--- src/rtl/dma2_pkg.sv ---
package dma2_pkg;

  localparam int NCH    = 2;
  localparam int CH_W   = $clog2(NCH);
  localparam int DATA_W = 32;
  localparam int CNT_W  = 12;

  typedef enum logic [1:0] {
    FLOW_M2M = 2'd0,
    FLOW_M2P = 2'd1,
    FLOW_P2M = 2'd2,
    FLOW_P2P = 2'd3
  } flow_e;

  typedef enum logic [1:0] {
    ST_IDLE  = 2'd0,
    ST_READ  = 2'd1,
    ST_WRITE = 2'd2
  } eng_st_e;

  typedef struct packed {
    logic             dinc;
    logic             sinc;
    logic [1:0]       dwid;
    logic [1:0]       swid;
    logic [2:0]       dbst;
    logic [2:0]       sbst;
    logic [CNT_W-1:0] cnt;
  } ctrl_t;

  function automatic logic [2:0] step_bytes(input logic [1:0] w);
    case (w)
      2'd0:    return 3'd1;
      2'd1:    return 3'd2;
      default: return 3'd4;
    endcase
  endfunction

  function automatic logic [DATA_W-1:0] width_mask(input logic [DATA_W-1:0] d,
                                                   input logic [1:0] w);
    case (w)
      2'd0:    return {{(DATA_W-8){1'b0}}, d[7:0]};
      2'd1:    return {{(DATA_W-16){1'b0}}, d[15:0]};
      default: return d;
    endcase
  endfunction

  function automatic logic [8:0] burst_len(input logic [2:0] code);
    return (code == 3'd0) ? 9'd1 : (9'd2 << code);
  endfunction

endpackage

--- src/rtl/dma2_fifo.sv ---
module dma2_fifo #(
  parameter int W     = 32,
  parameter int DEPTH = 4
) (
  input  logic                       clk,
  input  logic                       rst,
  input  logic                       clr,
  input  logic                       push,
  input  logic [W-1:0]               din,
  input  logic                       pop,
  output logic [W-1:0]               dout,
  output logic [$clog2(DEPTH+1)-1:0] level
);
  localparam int PW = $clog2(DEPTH);
  localparam int LW = $clog2(DEPTH+1);

  logic [W-1:0]  mem [DEPTH];
  logic [PW-1:0] wp_q, rp_q;
  logic [LW-1:0] lvl_q;

  always_ff @(posedge clk) begin
    if (push) mem[wp_q] <= din;
  end

  always_ff @(posedge clk) begin
    if (rst || clr) begin
      wp_q  <= '0;
      rp_q  <= '0;
      lvl_q <= '0;
    end else begin
      if (push) wp_q <= wp_q + PW'(1);
      if (pop)  rp_q <= rp_q + PW'(1);
      lvl_q <= lvl_q + LW'(push) - LW'(pop);
    end
  end

  assign dout  = mem[rp_q];
  assign level = lvl_q;
endmodule

--- src/rtl/dma2_arb.sv ---
module dma2_arb #(
  parameter int N = 2
) (
  input  logic [N-1:0]         req,
  output logic                 any,
  output logic [$clog2(N)-1:0] id
);
  localparam int IW = $clog2(N);

  always_comb begin
    any = |req;
    id  = '0;
    for (int i = N - 1; i >= 0; i--) begin
      if (req[i]) id = IW'(i);
    end
  end
endmodule

--- src/rtl/dma2_top.sv ---
module dma2_top
  import dma2_pkg::*;
#(
  parameter int AW         = 32,
  parameter int FIFO_DEPTH = 4
) (
  input  logic              clk,
  input  logic              rst,
  input  logic              reg_we,
  input  logic [3:0]        reg_addr,
  input  logic [31:0]       reg_wdata,
  output logic [31:0]       reg_rdata,
  input  logic [NCH-1:0]    dreq,
  output logic [NCH-1:0]    burst_ack,
  output logic              m_valid,
  output logic              m_write,
  output logic [AW-1:0]     m_addr,
  output logic [1:0]        m_size,
  output logic [DATA_W-1:0] m_wdata,
  input  logic              m_ready,
  input  logic [DATA_W-1:0] m_rdata,
  input  logic              m_err,
  output logic [NCH-1:0]    irq_tc,
  output logic [NCH-1:0]    irq_err
);
  localparam int LW = $clog2(FIFO_DEPTH+1);

  eng_st_e          st_q;
  logic [CH_W-1:0]  act_q;
  logic [CNT_W-1:0] left_q;

  logic [AW-1:0] src_q [NCH];
  logic [AW-1:0] dst_q [NCH];
  ctrl_t         ctl_q [NCH];
  flow_e         flow_q [NCH];
  logic [NCH-1:0] en_q, swreq_q, tc_q, er_q, ack_q;

  logic [NCH-1:0]    req;
  logic              gnt_v;
  logic [CH_W-1:0]   gnt_id;
  logic [NCH-1:0]    f_push, f_pop, f_clr;
  logic [DATA_W-1:0] f_head [NCH];
  logic [LW-1:0]     f_lvl  [NCH];

  ctrl_t             act_ctl, gnt_ctl;
  logic [2:0]        gnt_code;
  logic [CNT_W-1:0]  gnt_len, gnt_left;
  logic              beat_ok, beat_err, last_rd;
  logic [DATA_W-1:0] act_head;
  logic [LW-1:0]     act_lvl;

  // Request and grant
  for (genvar i = 0; i < NCH; i++) begin : g_req
    assign req[i] = en_q[i] & (swreq_q[i] | (dreq[i] & (flow_q[i] != FLOW_M2M)));
  end

  dma2_arb #(.N(NCH)) u_arb (
    .req (req),
    .any (gnt_v),
    .id  (gnt_id)
  );

  assign gnt_ctl  = ctl_q[gnt_id];
  assign gnt_code = (gnt_ctl.sbst < gnt_ctl.dbst) ? gnt_ctl.sbst : gnt_ctl.dbst;
  assign gnt_len  = CNT_W'(burst_len(gnt_code));
  assign gnt_left = (gnt_len < gnt_ctl.cnt) ? gnt_len : gnt_ctl.cnt;

  // Per-channel FIFOs
  assign beat_ok  = m_valid & m_ready & ~m_err;
  assign beat_err = m_valid & m_ready & m_err;

  for (genvar i = 0; i < NCH; i++) begin : g_fifo
    assign f_push[i] = beat_ok  & (st_q == ST_READ)  & (act_q == CH_W'(i));
    assign f_pop[i]  = beat_ok  & (st_q == ST_WRITE) & (act_q == CH_W'(i));
    assign f_clr[i]  = beat_err & (act_q == CH_W'(i));

    dma2_fifo #(.W(DATA_W), .DEPTH(FIFO_DEPTH)) u_fifo (
      .clk   (clk),
      .rst   (rst),
      .clr   (f_clr[i]),
      .push  (f_push[i]),
      .din   (width_mask(m_rdata, ctl_q[i].swid)),
      .pop   (f_pop[i]),
      .dout  (f_head[i]),
      .level (f_lvl[i])
    );
  end

  assign act_ctl  = ctl_q[act_q];
  assign act_head = f_head[act_q];
  assign act_lvl  = f_lvl[act_q];
  assign last_rd  = (left_q == CNT_W'(1)) || (act_lvl == LW'(FIFO_DEPTH - 1));

  // Bus master outputs
  assign m_valid = (st_q != ST_IDLE);
  assign m_write = (st_q == ST_WRITE);
  assign m_addr  = m_write ? dst_q[act_q] : src_q[act_q];
  assign m_size  = m_write ? act_ctl.dwid : act_ctl.swid;
  assign m_wdata = width_mask(act_head, act_ctl.dwid);

  // Registers and engine
  always_ff @(posedge clk) begin
    if (rst) begin
      st_q    <= ST_IDLE;
      act_q   <= '0;
      left_q  <= '0;
      en_q    <= '0;
      swreq_q <= '0;
      tc_q    <= '0;
      er_q    <= '0;
      ack_q   <= '0;
      for (int i = 0; i < NCH; i++) begin
        src_q[i]  <= '0;
        dst_q[i]  <= '0;
        ctl_q[i]  <= '0;
        flow_q[i] <= FLOW_M2M;
      end
    end else begin
      ack_q <= '0;

      if (reg_we) begin
        if (!reg_addr[3]) begin
          if (!en_q[reg_addr[2]]) begin
            case (reg_addr[1:0])
              2'd0: src_q[reg_addr[2]] <= reg_wdata[AW-1:0];
              2'd1: dst_q[reg_addr[2]] <= reg_wdata[AW-1:0];
              2'd2: ctl_q[reg_addr[2]] <= ctrl_t'(reg_wdata[$bits(ctrl_t)-1:0]);
              default: begin
                flow_q[reg_addr[2]] <= flow_e'(reg_wdata[2:1]);
                if (reg_wdata[0]) begin
                  if (flow_e'(reg_wdata[2:1]) == FLOW_P2P)
                    er_q[reg_addr[2]] <= 1'b1;
                  else if (ctl_q[reg_addr[2]].cnt == '0)
                    tc_q[reg_addr[2]] <= 1'b1;
                  else
                    en_q[reg_addr[2]] <= 1'b1;
                end
              end
            endcase
          end
        end else begin
          case (reg_addr[2:0])
            3'd0: swreq_q <= swreq_q | (reg_wdata[NCH-1:0] & en_q);
            3'd1: tc_q    <= tc_q & ~reg_wdata[NCH-1:0];
            3'd2: er_q    <= er_q & ~reg_wdata[NCH-1:0];
            default: ;
          endcase
        end
      end

      unique case (st_q)
        ST_IDLE: begin
          if (gnt_v) begin
            act_q           <= gnt_id;
            left_q          <= gnt_left;
            swreq_q[gnt_id] <= 1'b0;
            st_q            <= ST_READ;
          end
        end
        ST_READ: begin
          if (beat_err) begin
            er_q[act_q]    <= 1'b1;
            en_q[act_q]    <= 1'b0;
            swreq_q[act_q] <= 1'b0;
            st_q           <= ST_IDLE;
          end else if (beat_ok) begin
            if (act_ctl.sinc) src_q[act_q] <= src_q[act_q] + AW'(step_bytes(act_ctl.swid));
            ctl_q[act_q].cnt <= act_ctl.cnt - CNT_W'(1);
            left_q <= left_q - CNT_W'(1);
            if (last_rd) st_q <= ST_WRITE;
          end
        end
        ST_WRITE: begin
          if (beat_err) begin
            er_q[act_q]    <= 1'b1;
            en_q[act_q]    <= 1'b0;
            swreq_q[act_q] <= 1'b0;
            st_q           <= ST_IDLE;
          end else if (beat_ok) begin
            if (act_ctl.dinc) dst_q[act_q] <= dst_q[act_q] + AW'(step_bytes(act_ctl.dwid));
            if (act_lvl == LW'(1)) begin
              if (left_q == '0) begin
                st_q         <= ST_IDLE;
                ack_q[act_q] <= 1'b1;
                if (act_ctl.cnt == '0) begin
                  tc_q[act_q] <= 1'b1;
                  en_q[act_q] <= 1'b0;
                end
              end else begin
                st_q <= ST_READ;
              end
            end
          end
        end
        default: st_q <= ST_IDLE;
      endcase
    end
  end

  // Registered read port
  always_ff @(posedge clk) begin
    if (rst) begin
      reg_rdata <= '0;
    end else if (!reg_addr[3]) begin
      case (reg_addr[1:0])
        2'd0:    reg_rdata <= 32'(src_q[reg_addr[2]]);
        2'd1:    reg_rdata <= 32'(dst_q[reg_addr[2]]);
        2'd2:    reg_rdata <= 32'(ctl_q[reg_addr[2]]);
        default: reg_rdata <= {29'd0, flow_q[reg_addr[2]], en_q[reg_addr[2]]};
      endcase
    end else begin
      case (reg_addr[2:0])
        3'd0:    reg_rdata <= 32'(swreq_q);
        3'd1:    reg_rdata <= 32'(tc_q);
        3'd2:    reg_rdata <= 32'(er_q);
        default: reg_rdata <= '0;
      endcase
    end
  end

  assign burst_ack = ack_q;
  assign irq_tc    = tc_q;
  assign irq_err   = er_q;
endmodule

--- config.mk ---
export PLATFORM = sky130hd
export DESIGN_NAME = dma2_top
export DESIGN_NICKNAME = d
export VERILOG_FILES = /design/src/rtl/dma2_pkg.sv /design/src/rtl/dma2_fifo.sv /design/src/rtl/dma2_arb.sv /design/src/rtl/dma2_top.sv
export SDC_FILE = /design/constraint.sdc
export NUM_CORES = 1
export LEC_CHECK = 0
export ABC_AREA = 1
export ABC_CLOCK_PERIOD_IN_PS = 14300
export BUFFER_PORTS_ARGS = -buffer_cell sky130_fd_sc_hd__buf_4
export CORE_MARGIN = 1
export CORE_UTILIZATION = 30
export DETAILED_ROUTE_END_ITERATION = 8
export SETUP_SLACK_MARGIN = 0.15
export SLEW_MARGIN = 20
export SYNTH_ARGS = -nofsm -noshare
export SYNTH_HDL_FRONTEND = slang
export SYNTH_SLANG_ARGS = --single-unit
--- constraint.sdc ---
create_clock -name clk -period 14.3 [get_ports clk]
set_input_delay 4.29 -clock clk [delete_from_list [all_inputs] [get_ports clk]]
set_output_delay 4.29 -clock clk [all_outputs]
set_load 0.01 [all_outputs]
# Word level (Yosys, flattened, before mapping)
# Memory sizes are Yosys's and may differ from the RTL's. A register that Yosys moved wholly into a read port is not among the register bits.
# Cells that the tools add are included.
# word_totals
register_bits,71
n_memories,6
wordCells,315
in_bits,75
ramBits,436
# memory_table
memory,words,width,rd,rd_clocked_by_memory_dff,write_ports,line_no,source
g_fifo[0].u_fifo.mem,4,32,1,1,1,dma2_fifo.sv:17,logic [W-1:0] mem [DEPTH];
g_fifo[1].u_fifo.mem,4,32,1,1,1,dma2_fifo.sv:17,
dst_q,2,32,2,1,2,dma2_top.sv:33,logic [AW-1:0] dst_q [NCH];
src_q,2,32,2,1,2,dma2_top.sv:32,logic [AW-1:0] src_q [NCH];
ctl_q,2,24,5,1,2,dma2_top.sv:34,ctrl_t ctl_q [NCH];
flow_q,2,2,3,0,2,dma2_top.sv:35,flow_e flow_q [NCH];
# classes
shift,1
magnitude_cmp,9
reduce_logical,35
eq_ne,21
bitwise_logic,39
mux,177
add_sub_neg,12
# ops
op,n
$mux W32,9
$pmux W32 S2,3
$reduce_or A32 Y1,4
$mux W2,59
$pmux W32 S3,1
$mux W1,74
$add A32 B3 Y32,2
$mux W12,4
$mux W24,2
$reduce_or A24 Y1,2
$mux W3,14
$logic_not A12 Y1,3
$pmux W12 S2,1
$sub A12 B1 Y12 const B,2
$and A1 B1 Y1,15
$and A2 B2 Y2,6
$eq A12 B1 Y1 const B,1
$eq A2 B1 Y1 const B,6
$logic_not A2 Y1,6
$lt A9 B12 Y1,1
$or A2 B2 Y2,6
$pmux W2 S3,2
$pmux W3 S2,2
$mux W9,1
30 further kinds,68

# Logic depth before layout (Yosys ltp)
# Gate-level depths: netlist (run 1).
# logic_depth
word_depth,20
mapped_depth,29

# Hierarchy
# From an unflattened synthesis (run 1), not the netlist that was laid out.
# hier_totals
hier_cells,2937
area_unflattened_um2,26252.7
# modules_own_cells
module,cells_each,area_per_inst_um2,instances
dma2_top,2133,15730.1,1
dma2_fifo,400,5253.8,2
dma2_arb,4,15.0,1

# Worst setup path before layout (run 1)
# No wires, ideal clock.
# synth_timing
path_kind,input -> register
startpoint,in dreq[0]
endpoint,reg left_q[5]
setup_ns,0.132
setup_slack_ns,6.268
path_stages,26
arrival_time_ns,7.899
required_time_ns,14.168
cell_sequence,o21ai_0 > nand2_1 > nand2_1 > nand2_2 > buf_2 > clkbuf_1 > clkbuf_1 > o21ai_0 > ha_1 > inv_1 > a21oi_1 > nand3_1 > nand2_1 > inv_1 > nor3_1 > ha_1 > a21oi_1 > nor2_1 > a211oi_1 > nor2_1 > a31oi_2 > nand2_2 > nand2_1 > nand3_1 > nand2_1 > a21oi_1
# synth_via
elab_chain_cells,13
# synth_lines
element,line_no,source
start: declaration,dma2_top.sv:13,"input logic [NCH-1:0] dreq,"
$and A1 B1 Y1 *,dma2_top.sv:54,assign req[i] = en_q[i] & (swreq_q[i] | (dreq[i] & (flow_q[i] != FLOW_M2M)));
$or A1 B1 Y1 *,dma2_top.sv:54,
$and A1 B1 Y1 *,dma2_top.sv:54,
$mux W1,dma2_arb.sv:14,if (req[i]) id = IW'(i);
$mem_v2 Z2 W24,-,
$lt A3 B3 Y1,dma2_top.sv:64,assign gnt_code = (gnt_ctl.sbst < gnt_ctl.dbst) ? gnt_ctl.sbst : gnt_ctl.dbst;
$mux W3,dma2_top.sv:64,
$shl A2 B3 Y9 or $logic_not A3 Y1 (tied branches),dma2_pkg.sv:49,return (code == 3'd0) ? 9'd1 : (9'd2 << code);
$mux W9,dma2_pkg.sv:49,
$lt A9 B12 Y1,dma2_top.sv:66,assign gnt_left = (gnt_len < gnt_ctl.cnt) ? gnt_len : gnt_ctl.cnt;
$mux W12,dma2_top.sv:66,
$mux W12,dma2_top.sv:153,if (gnt_v) begin
$pmux W12 S2,dma2_top.sv:151,unique case (st_q)
end signal: assignment,dma2_top.sv:155,left_q <= gnt_left;
end signal: assignment,dma2_top.sv:169,left_q <= left_q - CNT_W'(1);
end: declaration,dma2_top.sv:30,logic [CNT_W-1:0] left_q;
# Mark *: on every way between the ends. The rest lies on a longest branch, timed or not. The select of a mux whose other input is x is not followed.
# A chain may end at the register's enable or synchronous reset.

==> flow_summary.json, run 1 <==
{
  "clockBufferDepth": 3,
  "finalWeightedCongestion": 0.893,
  "grt_first_pass_wirelength_um": 122000,
  "fill_cells": 8727,
  "clk_pin_slew_ns": 0.06,
  "grt-ovfl-total": 0,
  "layout_commonest_cell": "edfxtp_1",
  "fin_nets": 3050,
  "synthToLayoutAreaGrowth_pct": 17.1,
  "synth_area_sq_mm": 0.0259,
  "clock_latency_ns": 0.63,
  "instances_no_fill": 4127,
  "cp-end-kind": "primary output",
  "syn-num-nets": 2910,
  "power.density_mw_per_mm2": 115,
  "ys_warn_count": 0,
  "finalHoldViolations": 0,
  "syn_inst": 2795,
  "synthDistinctLibCells": 64,
  "final_area_sq_mm": 0.0304,
  "slew_viol_final": 0,
  "path_class": "reg -> out",
  "finalSetupTns_ns": 0,
  "cts_max_level": 2,
  "place_ws_ns": 5.79,
  "drc": 0,
  "slew_headroom": 0.266,
  "rr_worst_depth": 20,
  "post-route-period-util": 0.562,
  "vias": 20800,
  "fp.dieH_um": 296,
  "r2r_slack_ns": 8.40,
  "grt_max_degree": 66,
  "die_area_sq_mm": 0.0876,
  "met2_usage": 0.304,
  "finish.utilization": 0.355,
  "yosysSeqAreaShare": 0.564,
  "path_cells": "nand2_1, o21ai_0, clkinv_1, nor2_1, buf_4, a311oi_1, buf_4",
  "cpMostUsedCell": "buf_4",
  "multi_input_area_sq_mm": 0.00956,
  "cp-start-kind": "flop",
  "setup_violations": 0,
  "ys_async_sr_fraction": 0,
  "setup_ws_ns": 6.26,
  "grt.busiest_layer": "met2",
  "cts-resized-gates": 0,
  "synth_flop_cell": "edfxtp_1",
  "num_rows": 107,
  "max_freq_mhz": 124,
  "core_sq_mm": 0.0854,
  "clockRootBuffer": "clkbuf_16",
  "use_met1": 0.246,
  "cts.sink_count": 512,
  "grt_pass1_vias": 19700,
  "fin_skew_ns": 0.0396,
  "rsz0062_at_grt": "no",
  "numCtsBuffers": 57,
  "grt_use_met3": 0.0415,
  "dp_hpwl_um": 54100,
  "period_needed_ns": 8.04,
  "mostFrequentLayoutCells": "edfxtp_1 (436), nor2_1 (412), o21ai_0 (356)",
  "dr.pass1.iters": 8,
  "arrival_ns": 3.75,
  "cts_tree": "built",
  "placed_cells": 4020,
  "finalWirelength_um": 82700,
  "whs_path_depth": 2,
  "syn_area_per_cell_sq_um": 9.28,
  "slowest_delay_ns": 0.83,
  "chipWidth_um": 296,
  "pin_count": 181,
  "drt-initial-drc-count": 2005,
  "start_util": 0.304,
  "crit_fanout": 50,
  "leakagePower_nw": 11.7,
  "hold_path.class": "reg -> reg",
  "drive_above_1_share": 0.143,
  "final-seq-area_sq_mm": 0.0146,
  "maxCapViolCount": 0,
  "antenna_found_initial": 1,
  "worst_path_max_delay_cell": "dfxtp_4",
  "postCtsHoldBufs": 0,
  "postCtsSetupRepairBufs": 0,
  "ys_seq_elements": 512,
  "postPlaceCellArea_sq_mm": 0.0285,
  "ir_worst_vdd_mv": 0.0943,
  "synth_edf_count": 436,
  "port_buffers": 180,
  "ant_nets": 0,
  "viasPerCell": 5.04,
  "status": "finished, final reports clean",
  "wl_per_cell_um": 20.0,
  "grtUsageTotal": 0.185,
  "required_ns": 10.01,
  "worstMarginPinSlew_ns": 1.10
}
-- power by group --
part	leakage, nW	internal (W)	switching [W]
Sequential	4.81	0.00165	0.0000229
Clock	0.894	0.000810	0.000622
Combinational	5.98	0.000123	0.000266
-- critical path, delay by kind of cell, from the launching register on --
| kind | cells | cell delay [ns] |
|---|---|---|
| AO/OA/AOI/OAI | 2 | 0.26 |
| buffers and inverters | 3 | 1.35 |
| flip-flops | 1 | 0.83 |
| AND/OR/NAND/NOR | 2 | 0.67 |
-- cell type report --
class                      count  area share
antenna                        1   0.0000824
clock buffer                  72      0.0502
clock inverter                34     0.00969
inverter                     337      0.0417
multi-input combinational   1805       0.315
sequential                   512       0.482
tap                         1144      0.0471
timing repair buffer         222      0.0549
-- synthesized netlist by cell type, drive strengths merged (2+ instances only) --
library cell	count	share of area
xor2	51	0.017
nand2	342	0.050
a211oi	3	0.00087
inv	327	0.047
edfxtp	436	0.50
nor3b	3	0.00087
buf	24	0.0059
mux2i	25	0.0097
nor4	8	0.0032
nand3b	2	0.00058
o2111ai	8	0.0027
o22ai	90	0.022
dfxtp	76	0.059
nor3	17	0.0043
o31ai	9	0.0026
a21oi	69	0.014
a311oi	8	0.0027
o21ai	387	0.076
nor2	438	0.065
ha	36	0.017
o21a	4	0.0012
a221oi	10	0.0034
or2	37	0.0090
clkbuf	117	0.017
o211ai	6	0.0017
nand3	151	0.030
xnor2	16	0.0054
a31oi	32	0.0080
clkinv	10	0.0014
a22oi	21	0.0061
fa	4	0.0031
nand4	19	0.0054
-- cell families (layout without fill, tap and decap cells) --
group           Yosys count  count (layout)  synth area share
buf+inv                 478             665            0.0717
compound gates          652             652             0.142
fa+ha+maj                40              40            0.0205
simple gates           1021            1021             0.170
flops                   512             512             0.564
other cells               0               1                 0
mux                      25              25           0.00965
xor+xnor                 67              67            0.0226
-- metal layers --
metal	vias up	share of wire
met1	9916	0.42
met2	886	0.47
li1	9887	-
met5	-	0
met3	102	0.093
met4	0	0.021
-- registers in the layout (all words and copies together), names as in the netlist, 4 cells and up, named ones only --
name / count
left_q: 12
g_fifo.u_fifo.level: 6
g_fifo.u_fifo.wp_q: 4
ctl_q: 48
g_fifo.u_fifo.rp_q: 4
dst_q: 64
g_fifo.u_fifo.mem: 256
src_q: 64
flow_q: 4
reg_rdata: 32
-- metrics by stage --
stage	power, W	hold slack (ns)
finish	0.00349	0.493
global route	0.00362	0.525
CTS	0.00352	0.490
detailed placement	0.00209	0.480
global placement	0.00209	0.478
floorplan	0.00194	0.459
-- worst paths after layout --
kind | from | to
worst max-delay path | flop | m_wdata[8]
worst min-delay path | left_q[5] | left_q[5]
worst max register to register | flop | dst_q[1][28]
worst min register to register | left_q[5] | left_q[5]
Note: power is estimated with default switching activity, not from simulation.
==> inputs of run 2 (changes only) <==
ABC_CLOCK_PERIOD_IN_PS = 6500   (was 14300)
clock period = 6.5 ns   (was 14.3 ns; I/O delays follow)
==> flow_summary.json, run 2 (synthesis results as in run 1) <==
{
  "placed_cells": 4027,
  "r2r_slack_ns": 1.59,
  "mostFrequentLayoutCells": "edfxtp_1 (436), nor2_1 (412), o21ai_0 (356)",
  "slew_viol_final": 0,
  "leakagePower_nw": 11.8,
  "fin_nets": 3059,
  "hold_path.class": "reg -> reg",
  "crit_buf_inv": 2,
  "fill_cells": 8671,
  "dr.pass1.iters": 6,
  "drive_above_1_share": 0.147,
  "clk_pin_slew_ns": 0.06,
  "place_ws_ns": 0.652,
  "worst_path_max_delay_cell": "a21oi_1",
  "grt_first_pass_wirelength_um": 122000,
  "crit_family": "compound AO/OA/AOI/OAI gates",
  "cpMostUsedCell": "nand2_1",
  "setup_ws_ns": 1.18,
  "cts-resized-gates": 0,
  "cts_tree": "built",
  "maxCapViolCount": 0,
  "grt.busiest_layer": "met2",
  "start_util": 0.304,
  "grt_use_met3": 0.0325,
  "ir_worst_vdd_mv": 0.199,
  "whs_path_depth": 2,
  "postCtsSetupRepairBufs": 0,
  "ant_nets": 0,
  "antenna_cells_inserted": 0,
  "clock_latency_ns": 0.63,
  "drc": 0,
  "path_depth": 24,
  "final-seq-area_sq_mm": 0.0146,
  "fp.dieH_um": 296,
  "required_ns": 7.01,
  "grtUsageTotal": 0.185,
  "cts.sink_count": 512,
  "layout_commonest_cell": "edfxtp_1",
  "wl_per_cell_um": 20.0,
  "fin_skew_ns": 0.0330,
  "setup_violations": 0,
  "finalSetupTns_ns": 0,
  "cp-start-kind": "input pin",
  "rr_worst_depth": 21,
  "post-route-period-util": 0.818,
  "chipWidth_um": 296,
  "clockBufferDepth": 3,
  "power_switching_w": 0.00204,
  "die_area_sq_mm": 0.0876,
  "grt_pass1_vias": 20000,
  "numCtsBuffers": 59,
  "top_regs": "g_fifo.u_fifo.mem (256), dst_q (64), src_q (64)",
  "instances_no_fill": 4138,
  "power.density_mw_per_mm2": 258,
  "grt_max_degree": 65,
  "met2_usage": 0.305,
  "antenna_found_initial": 2,
  "grt-ovfl-total": 0,
  "top_register": "g_fifo.u_fifo.mem",
  "synthToLayoutAreaGrowth_pct": 18.0,
  "num_rows": 107,
  "path_cells": "buf_4, o21ai_0, a21oi_1, nand2_2, o21ai_0, ha_1, nor2_1, nand2_1, nand2_1, nand2_1, nand2_1, inv_1, nor3_1, ha_1, a21oi_1, nor2_1, a211oi_1, nor2_1, a31oi_2, nand2_2, nand2_1, nand3_1, nand2_1, a21oi_1",
  "max_freq_mhz": 188,
  "use_met1": 0.247,
  "clockRootBuffer": "clkbuf_16",
  "pin_count": 181,
  "path_class": "in -> reg",
  "finalHoldViolations": 0,
  "startpoint": "dreq[1]",
  "core_sq_mm": 0.0854,
  "worstMarginPinSlew_ns": 1.08,
  "drt-initial-drc-count": 1705,
  "dp_hpwl_um": 55200,
  "finalWeightedCongestion": 0.877,
  "power_frac_seq": 0.467,
  "crit_fanout": 9,
  "p_int_w": 0.00585,
  "cts_max_level": 2,
  "slew_headroom": 0.281,
  "netSwitchingFraction": 0.259,
  "finalWirelength_um": 82800,
  "postCtsHoldBufs": 0,
  "whs_ns": 0.490,
  "arrival_ns": 5.82,
  "viasPerCell": 5.07,
  "r2r_end": "src_q[0][30]",
  "hold_end": "left_q[5]",
  "period_needed_ns": 5.32,
  "cp-end-kind": "flop",
  "multi_input_area_sq_mm": 0.00957,
  "slowest_delay_ns": 0.40,
  "min_from": "left_q[5]",
  "largest_reg_flops": 256,
  "port_buffers": 180,
  "status": "finished, final reports clean",
  "power_w": 0.00789,
  "vias": 21000,
  "rsz0062_at_grt": "no",
  "clkPwrFrac": 0.426,
  "power_frac_comb": 0.107
}
-- run 2: cell count changes in the layout (fill, tap and decap cells not counted), moves of 2 or more --
cell and delta:
buf_4 +6, clkbuf_1 -5, clkbuf_16 +3, bufinv_16 +2, clkinv_4 +2, inv_1 +2
inv_2 -2, inv_6 +2
-- run 2: cell type report --
| cell class | count | area share |
|---|---|---|
| multi-input combinational | 1805 | 0.313 |
| timing repair buffer | 229 | 0.0566 |
| clock inverter | 41 | 0.0129 |
| sequential | 512 | 0.478 |
| inverter | 337 | 0.0414 |
| tap | 1144 | 0.0468 |
| clock buffer | 70 | 0.0516 |
-- run 2: power by group through the flow --
stage / Sequential [W] / Clock [W] / Combinational [W]
2_1_floorplan: 0.00374 / 0 / 0.000522
3_3_place_gp: 0.00375 / 0 / 0.000833
3_5_place_dp: 0.00375 / 0 / 0.000832
4_1_cts: 0.00368 / 0.00343 / 0.000837
5_1_grt: 0.00369 / 0.00355 / 0.000936
6_report: 0.00368 / 0.00336 / 0.000845
-- run 2: metal layers --
| layer | vias to the layer above | wire [um] |
|---|---|---|
| met1 | 10000 | 35200 |
| li1 | 9909 | - |
| met5 | - | 13 |
| met2 | 890 | 38300 |
| met4 | 2 | 2450 |
| met3 | 157 | 6870 |
-- run 2: stage by stage --
step | area, sq um | util
after floorplan | 25900 | -
after global placement | 28600 | 0.335
after detailed placement | 28600 | 0.335
after CTS | 30600 | 0.358
after global routing | 30600 | 0.358
final | 30600 | 0.358
-- run 2: how the worst max path moves through the flow --
stage,slack [ns],end
after floorplan,0.81,left_q[5]
after global placement,0.73,left_q[3]
after detailed placement,0.65,left_q[8]
after CTS,1.23,m_addr[20]
after global routing,0.62,left_q[3]
final,1.18,left_q[8]
-- run 2: worst reg2reg max path, delay by kind of cell, from the launching register on --
kind | cells | cell delay [ns]
buf+inv | 4 | 0.88
fa+ha+maj | 2 | 0.55
simple gates | 11 | 2.19
compound gates | 4 | 0.46
flops | 1 | 0.52
